===== config.mk =====
export PLATFORM = sky130hd
export DESIGN_NAME = msg_sched_expand
export DESIGN_NICKNAME = d
export VERILOG_FILES = /design/src/rtl/msx_pkg.sv /design/src/rtl/msx_sigma.sv /design/src/rtl/msx_window.sv /design/src/rtl/msx_ctrl.sv /design/src/rtl/msg_sched_expand.sv
export SDC_FILE = /design/constraint.sdc
export NUM_CORES = 1
export LEC_CHECK = 0
export ABC_CLOCK_PERIOD_IN_PS = 10040
export BUFFER_PORTS_ARGS = -buffer_cell sky130_fd_sc_hd__buf_2
export CORE_MARGIN = 8
export CORE_UTILIZATION = 50
export DETAILED_ROUTE_END_ITERATION = 8
export GPL_ROUTABILITY_DRIVEN = 0
export HOLD_SLACK_MARGIN = 0.03
export PLACE_DENSITY = 0.72
export SLEW_MARGIN = 5
export SYNTH_ARGS = -nofsm -noshare
export SYNTH_HDL_FRONTEND = slang
export SYNTH_HIERARCHICAL = 1
export SYNTH_SLANG_ARGS = --single-unit

===== constraint.sdc =====
create_clock -name clk -period 10.04 [get_ports clk]
set_input_delay 1.004 -clock clk [delete_from_list [all_inputs] [get_ports clk]]
set_output_delay 1.004 -clock clk [all_outputs]
set_load 0.03 [all_outputs]

===== src/rtl/msx_pkg.sv =====
package msx_pkg;
  // rotate and shift amounts of the two small mixing functions
  localparam int S0_ROT_A = 7;
  localparam int S0_ROT_B = 18;
  localparam int S0_SHR   = 3;
  localparam int S1_ROT_A = 17;
  localparam int S1_ROT_B = 19;
  localparam int S1_SHR   = 10;

  // window positions read by the tail mixer, relative to the head word
  localparam int TAP_S0  = 1;
  localparam int TAP_MID = 9;
  localparam int TAP_S1  = 14;

  typedef enum logic {
    ST_IDLE = 1'b0,
    ST_RUN  = 1'b1
  } msx_state_e;
endpackage


===== src/rtl/msx_sigma.sv =====
module msx_sigma #(
  parameter int WORD_W = 32,
  parameter int ROT_A  = 7,
  parameter int ROT_B  = 18,
  parameter int SHR_N  = 3
) (
  input  logic [WORD_W-1:0] x,
  output logic [WORD_W-1:0] y
);
  logic [2*WORD_W-1:0] dbl;
  logic [WORD_W-1:0]   rot_a;
  logic [WORD_W-1:0]   rot_b;
  logic [WORD_W-1:0]   shr;

  assign dbl   = {x, x};
  assign rot_a = dbl[ROT_A +: WORD_W];
  assign rot_b = dbl[ROT_B +: WORD_W];
  assign shr   = x >> SHR_N;
  assign y     = rot_a ^ rot_b ^ shr;
endmodule


===== src/rtl/msx_window.sv =====
module msx_window #(
  parameter int WORD_W = 32,
  parameter int WIN    = 16,
  parameter int TAP_A  = 1,
  parameter int TAP_B  = 9,
  parameter int TAP_C  = 14
) (
  input  logic                  clk,
  input  logic                  rst,
  input  logic                  load,
  input  logic                  shift,
  input  logic [WIN*WORD_W-1:0] blk,
  input  logic [WORD_W-1:0]     fill,
  output logic [WORD_W-1:0]     head,
  output logic [WORD_W-1:0]     tap_a,
  output logic [WORD_W-1:0]     tap_b,
  output logic [WORD_W-1:0]     tap_c
);
  logic [WORD_W-1:0] slot     [WIN];
  logic [WORD_W-1:0] shifted  [WIN];
  logic [WORD_W-1:0] loaded   [WIN];

  for (genvar g = 0; g < WIN; g++) begin : g_slot
    // slot 0 takes the most significant word of the block
    assign loaded[g] = blk[(WIN-1-g)*WORD_W +: WORD_W];
    if (g == WIN-1) begin : g_tail
      assign shifted[g] = fill;
    end else begin : g_body
      assign shifted[g] = slot[g+1];
    end
  end

  always_ff @(posedge clk) begin
    if (rst) begin
      for (int i = 0; i < WIN; i++) slot[i] <= '0;
    end else if (load) begin
      slot <= loaded;
    end else if (shift) begin
      slot <= shifted;
    end
  end

  assign head  = slot[0];
  assign tap_a = slot[TAP_A];
  assign tap_b = slot[TAP_B];
  assign tap_c = slot[TAP_C];
endmodule


===== src/rtl/msx_ctrl.sv =====
module msx_ctrl
  import msx_pkg::*;
#(
  parameter int ROUNDS = 64,
  parameter int IDX_W  = $clog2(ROUNDS)
) (
  input  logic             clk,
  input  logic             rst,
  input  logic             load,
  input  logic             advance,
  output logic             active,
  output logic             shift,
  output logic [IDX_W-1:0] idx
);
  localparam logic [IDX_W-1:0] LAST = IDX_W'(ROUNDS-1);

  msx_state_e       state;
  msx_state_e       state_nx;
  logic [IDX_W-1:0] idx_nx;
  logic             fire;

  assign fire = advance && (state == ST_RUN);

  always_comb begin
    state_nx = state;
    idx_nx   = idx;
    if (load) begin
      state_nx = ST_RUN;
      idx_nx   = '0;
    end else if (fire) begin
      if (idx == LAST) begin
        state_nx = ST_IDLE;
        idx_nx   = '0;
      end else begin
        idx_nx = idx + 1'b1;
      end
    end
  end

  always_ff @(posedge clk) begin
    if (rst) begin
      state <= ST_IDLE;
      idx   <= '0;
    end else begin
      state <= state_nx;
      idx   <= idx_nx;
    end
  end

  assign active = (state == ST_RUN);
  assign shift  = fire && !load;
endmodule


===== src/rtl/msg_sched_expand.sv =====
module msg_sched_expand
  import msx_pkg::*;
#(
  parameter int WORD_W = 32,
  parameter int WIN    = 16,
  parameter int ROUNDS = 64
) (
  input  logic                         clk,
  input  logic                         rst,
  input  logic                         in_valid,
  output logic                         in_ready,
  input  logic [WIN*WORD_W-1:0]        in_block,
  output logic                         out_valid,
  input  logic                         out_ready,
  output logic [WORD_W-1:0]            out_word,
  output logic [$clog2(ROUNDS)-1:0]    out_idx
);
  localparam int IDX_W = $clog2(ROUNDS);

  logic              shift;
  logic              active;
  logic [WORD_W-1:0] head, tap_s0, tap_mid, tap_s1;
  logic [WORD_W-1:0] mix_s0, mix_s1, fill;

  assign in_ready = 1'b1;

  msx_ctrl #(.ROUNDS(ROUNDS), .IDX_W(IDX_W)) u_ctrl (
    .clk(clk), .rst(rst),
    .load(in_valid),
    .advance(out_ready),
    .active(active),
    .shift(shift),
    .idx(out_idx)
  );

  msx_window #(
    .WORD_W(WORD_W), .WIN(WIN),
    .TAP_A(TAP_S0), .TAP_B(TAP_MID), .TAP_C(TAP_S1)
  ) u_win (
    .clk(clk), .rst(rst),
    .load(in_valid),
    .shift(shift),
    .blk(in_block),
    .fill(fill),
    .head(head),
    .tap_a(tap_s0),
    .tap_b(tap_mid),
    .tap_c(tap_s1)
  );

  msx_sigma #(.WORD_W(WORD_W), .ROT_A(S0_ROT_A), .ROT_B(S0_ROT_B), .SHR_N(S0_SHR))
    u_sig0 (.x(tap_s0), .y(mix_s0));
  msx_sigma #(.WORD_W(WORD_W), .ROT_A(S1_ROT_A), .ROT_B(S1_ROT_B), .SHR_N(S1_SHR))
    u_sig1 (.x(tap_s1), .y(mix_s1));

  // word that enters the tail: the head word is i-16 relative to the new one
  assign fill = mix_s1 + tap_mid + mix_s0 + head;

  assign out_valid = active;
  assign out_word  = head;
endmodule


==> qor.csv <==
stage;metric;value;unit
sta;Worst-Margin Slew;1.18;ns
drt;ANT nets after route;0;
synthesis;predominant post-synthesis flop cell;dfxtp_1;
cells_and_area;Design Area, Final;36000;um2
sta;crit share post-route;0.473;
sta;final hold violations;0;
sta;Slew Limit Headroom;0.216;
clock_network;total CTS buffers;56;
grt;pin count of the biggest net entering global routing;165;
setup_path;CP startpoint;u_win/tap_a[8];
clock_network;cts repair resizes;0;
cells_and_area;final net count;3860;
power_and_ir_drop;PwrDens;187;nW/um2
synthesis;top post-synthesis cells by count;dfxtp_1 (519), mux2i_1 (512), nor2b_1 (512), a211oi_2 (481), inv_1 (178);
clock_network;# H-tree levels;2;
placement;HPWL Detailed;79300;um
synthesis;Post-Syn Area;32500;um2
drt;overall routed net length;104000;um
setup_path;worst reg2reg path startpoint;u_win/tap_a[8];
placement;Cell Area, Placed;34200;um2
setup_path;crit-path cells;xor3_1, fa_1, fa_1, ha_1, fa_1, a211oi_2, o21ai_0, a32oi_2, o221ai_4, a311oi_1, o31a_2, mux2i_1, a211oi_2;
grt;first-pass GRT wire length;153000;um
synthesis;Area contributors post-synth;dfxtp_1 (32%), a211oi_2 (18%), mux2i_1 (16%), nor2b_1 (9.8%), fa_1 (3.8%);
clock_network;Clock Tree Buf Depth;3;
setup_path;critical path arrival;5.26;ns
floorplan;Die Y-Extent;271;um
drt;Initial DRC Count;2016;
power_and_ir_drop;Lkg Pwr;0.0135;uW
status;status;complete, no violations;
setup_path;CP endpoint kind;flip-flop;
clock_network;clock root cell;clkbuf_16;
synthesis;asr flop ratio synth;0;
clock_network;cts hold-fix bufs;0;
synthesis;synth unique cells;65;
drt;DR pass1 iterations;5;
floorplan;core area;64300;um2
worst_hold_path;class of the worst hold path;flip-flop to flip-flop;
setup_path;startpoint types;flip-flop;
cells_and_area;Area Growth Syn to Fin;10.7;%
drt;DRC Markers;0;
synthesis;Avg Cell Area, Syn;11.1;um2
drt;via count;23200;
setup_path;CP peak stage delay;0.52;ns
drt;via/cell ratio;5.61;
cells_and_area;final non-filler cell total;4144;
sta;Achievable Freq;211;MHz
synthesis;number of synthesized flops with an enable pin;0;
clock_network;clk slew on worst S/H paths;0.07;ns
drt;WL/cell;25.0;um
floorplan;I/O pins;556;
clock_network;CTS tree;done;
placement;Place WS;5.40;ns
sta;Fin Clk Skew;0.0238;ns
setup_path;CP max-delay cell;fa_1;
synthesis;YS warnings;6;
floorplan;die width;271;um
power_and_ir_drop;maximum VDD drop;0.131;mV
setup_path;Crit Path Class;flip-flop to flip-flop;
floorplan;Die Area;73500;um2
setup_path;critical path required time;10.55;ns
clock_network;clk_lat worst skew;0.62;ns
synthesis;part of the Yosys area used for sequential elements;0.319;
synthesis;FF+latch count, synth;519;
setup_path;crit path max fanout;5;
clock_network;# Post-CTS Setup Buffers;0;
placement;dpl cells;4047;
synthesis;Yosys top cell by area;dfxtp_1;
sta;RSZ-0062 raised after global routing;no;
synthesis;Net Count, Synth;3552;
worst_hold_path;HP Start;u_ctrl/idx[1];
synthesis;area share of the largest cell type after synthesis;0.319;
cells_and_area;Layout Utilization;0.560;
sta;final setup margin;5.30;ns
floorplan;Initial Util;0.506;
sta;minimum clock period;4.74;ns
clock_network;Clock Sinks;519;
sta;Setup Total Neg Slack;0;ns
grt;gr usage total;0.269;
floorplan;Cell Rows;93;
grt;initial antenna violation count;5;
synthesis;Syn Inst Count;2942;
sta;Setup Viol. Count Final;0;
cells_and_area;share of cells above drive strength 1;0.354;
grt;vias in the first global route;24600;
synthesis;count leader, synth;dfxtp_1;
setup_path;most used cell, CP;fa_1;
job;Max-Cap Viols;0;
placement;port bufs;554;
grt;GRT overflow;0;
sta;Max Transition Viols Final;0;
## report_power, final
group | internal [uW] | total (uW) | switching [uW]
Combinational | 948 | 2250 | 1300
Sequential | 2220 | 2390 | 176
Clock | 1220 | 2080 | 866
## flip-flops by register name (all words and copies together) (netlist names)
register and flops:
u_ctrl/idx 6, u_ctrl/active 1, u_win/shifted 384, u_win/head 32, u_win/tap_b 32, u_win/tap_a 32, u_win/tap_c 32
## cells by family after synthesis
logic type               Yosys count  share of synthesized area
multiplexers                     512                      0.158
XOR/XNOR                          97                     0.0501
flip-flops                       519                      0.319
AO/OA/AOI/OAI                    618                      0.215
other                              1                   0.000115
buffers and inverters            505                     0.0966
AND/OR/NAND/NOR                  596                      0.111
adder cells (fa/ha/maj)           94                     0.0505
## layout by cell type (no fill, tap or decap), drive strengths merged, types with 30 or more instances in the layout
cell / synthesis / final
nand2: 30 / 30
fa: 62 / 62
xor3: 51 / 51
a211oi: 515 / 515
dfxtp: 519 / 519
inv: 179 / 182
mux2i: 512 / 512
clkbuf: 72 / 78
a21oi: 32 / 32
ha: 32 / 32
buf: 254 / 576
nor2b: 512 / 512
## layout make-up
class	instances	area, um2
Fill cell	5582	28300
Multi-Input combinational cell	1918	19000
Sequential cell	519	10400
Timing Repair Buffer	576	3020
Clock buffer	78	1610
Tap cell	855	1070
Inverter	179	679
Clock inverter	15	214
Antenna cell	4	10.0
## critical path, delay by kind of cell, from the launching register on
kind            cells  cell delay (ns)
compound gates      7             1.96
xor+xnor            1             0.49
fa+ha+maj           4             1.62
flops               1             0.48
mux                 1             0.08
## stage by stage
step / total power (uW) / hold slack [ns]
2_1_floorplan: 4000 / 0.525
6_report: 6720 / 0.519
3_3_place_gp: 4580 / 0.483
3_5_place_dp: 4640 / 0.502
5_1_grt: 7030 / 0.555
4_1_cts: 6730 / 0.511
## final timing paths
kind                       end  slack [ns]  cells past startpoint
max          u_win/shifted[59]        5.30                     13
min reg2reg      u_ctrl/idx[1]        0.52                      2
max reg2reg  u_win/shifted[59]        5.30                     13
min              u_ctrl/idx[1]        0.52                      2
## metal layers
metal	share of wire	vias to the layer above	global-route usage
li1	-	10900	-
met4	0.045	0	0.117
met3	0.053	216	0.0432
met2	0.48	805	0.452
met5	0	-	0
met1	0.43	11300	0.341
Note: power is estimated with default switching activity, not from simulation.
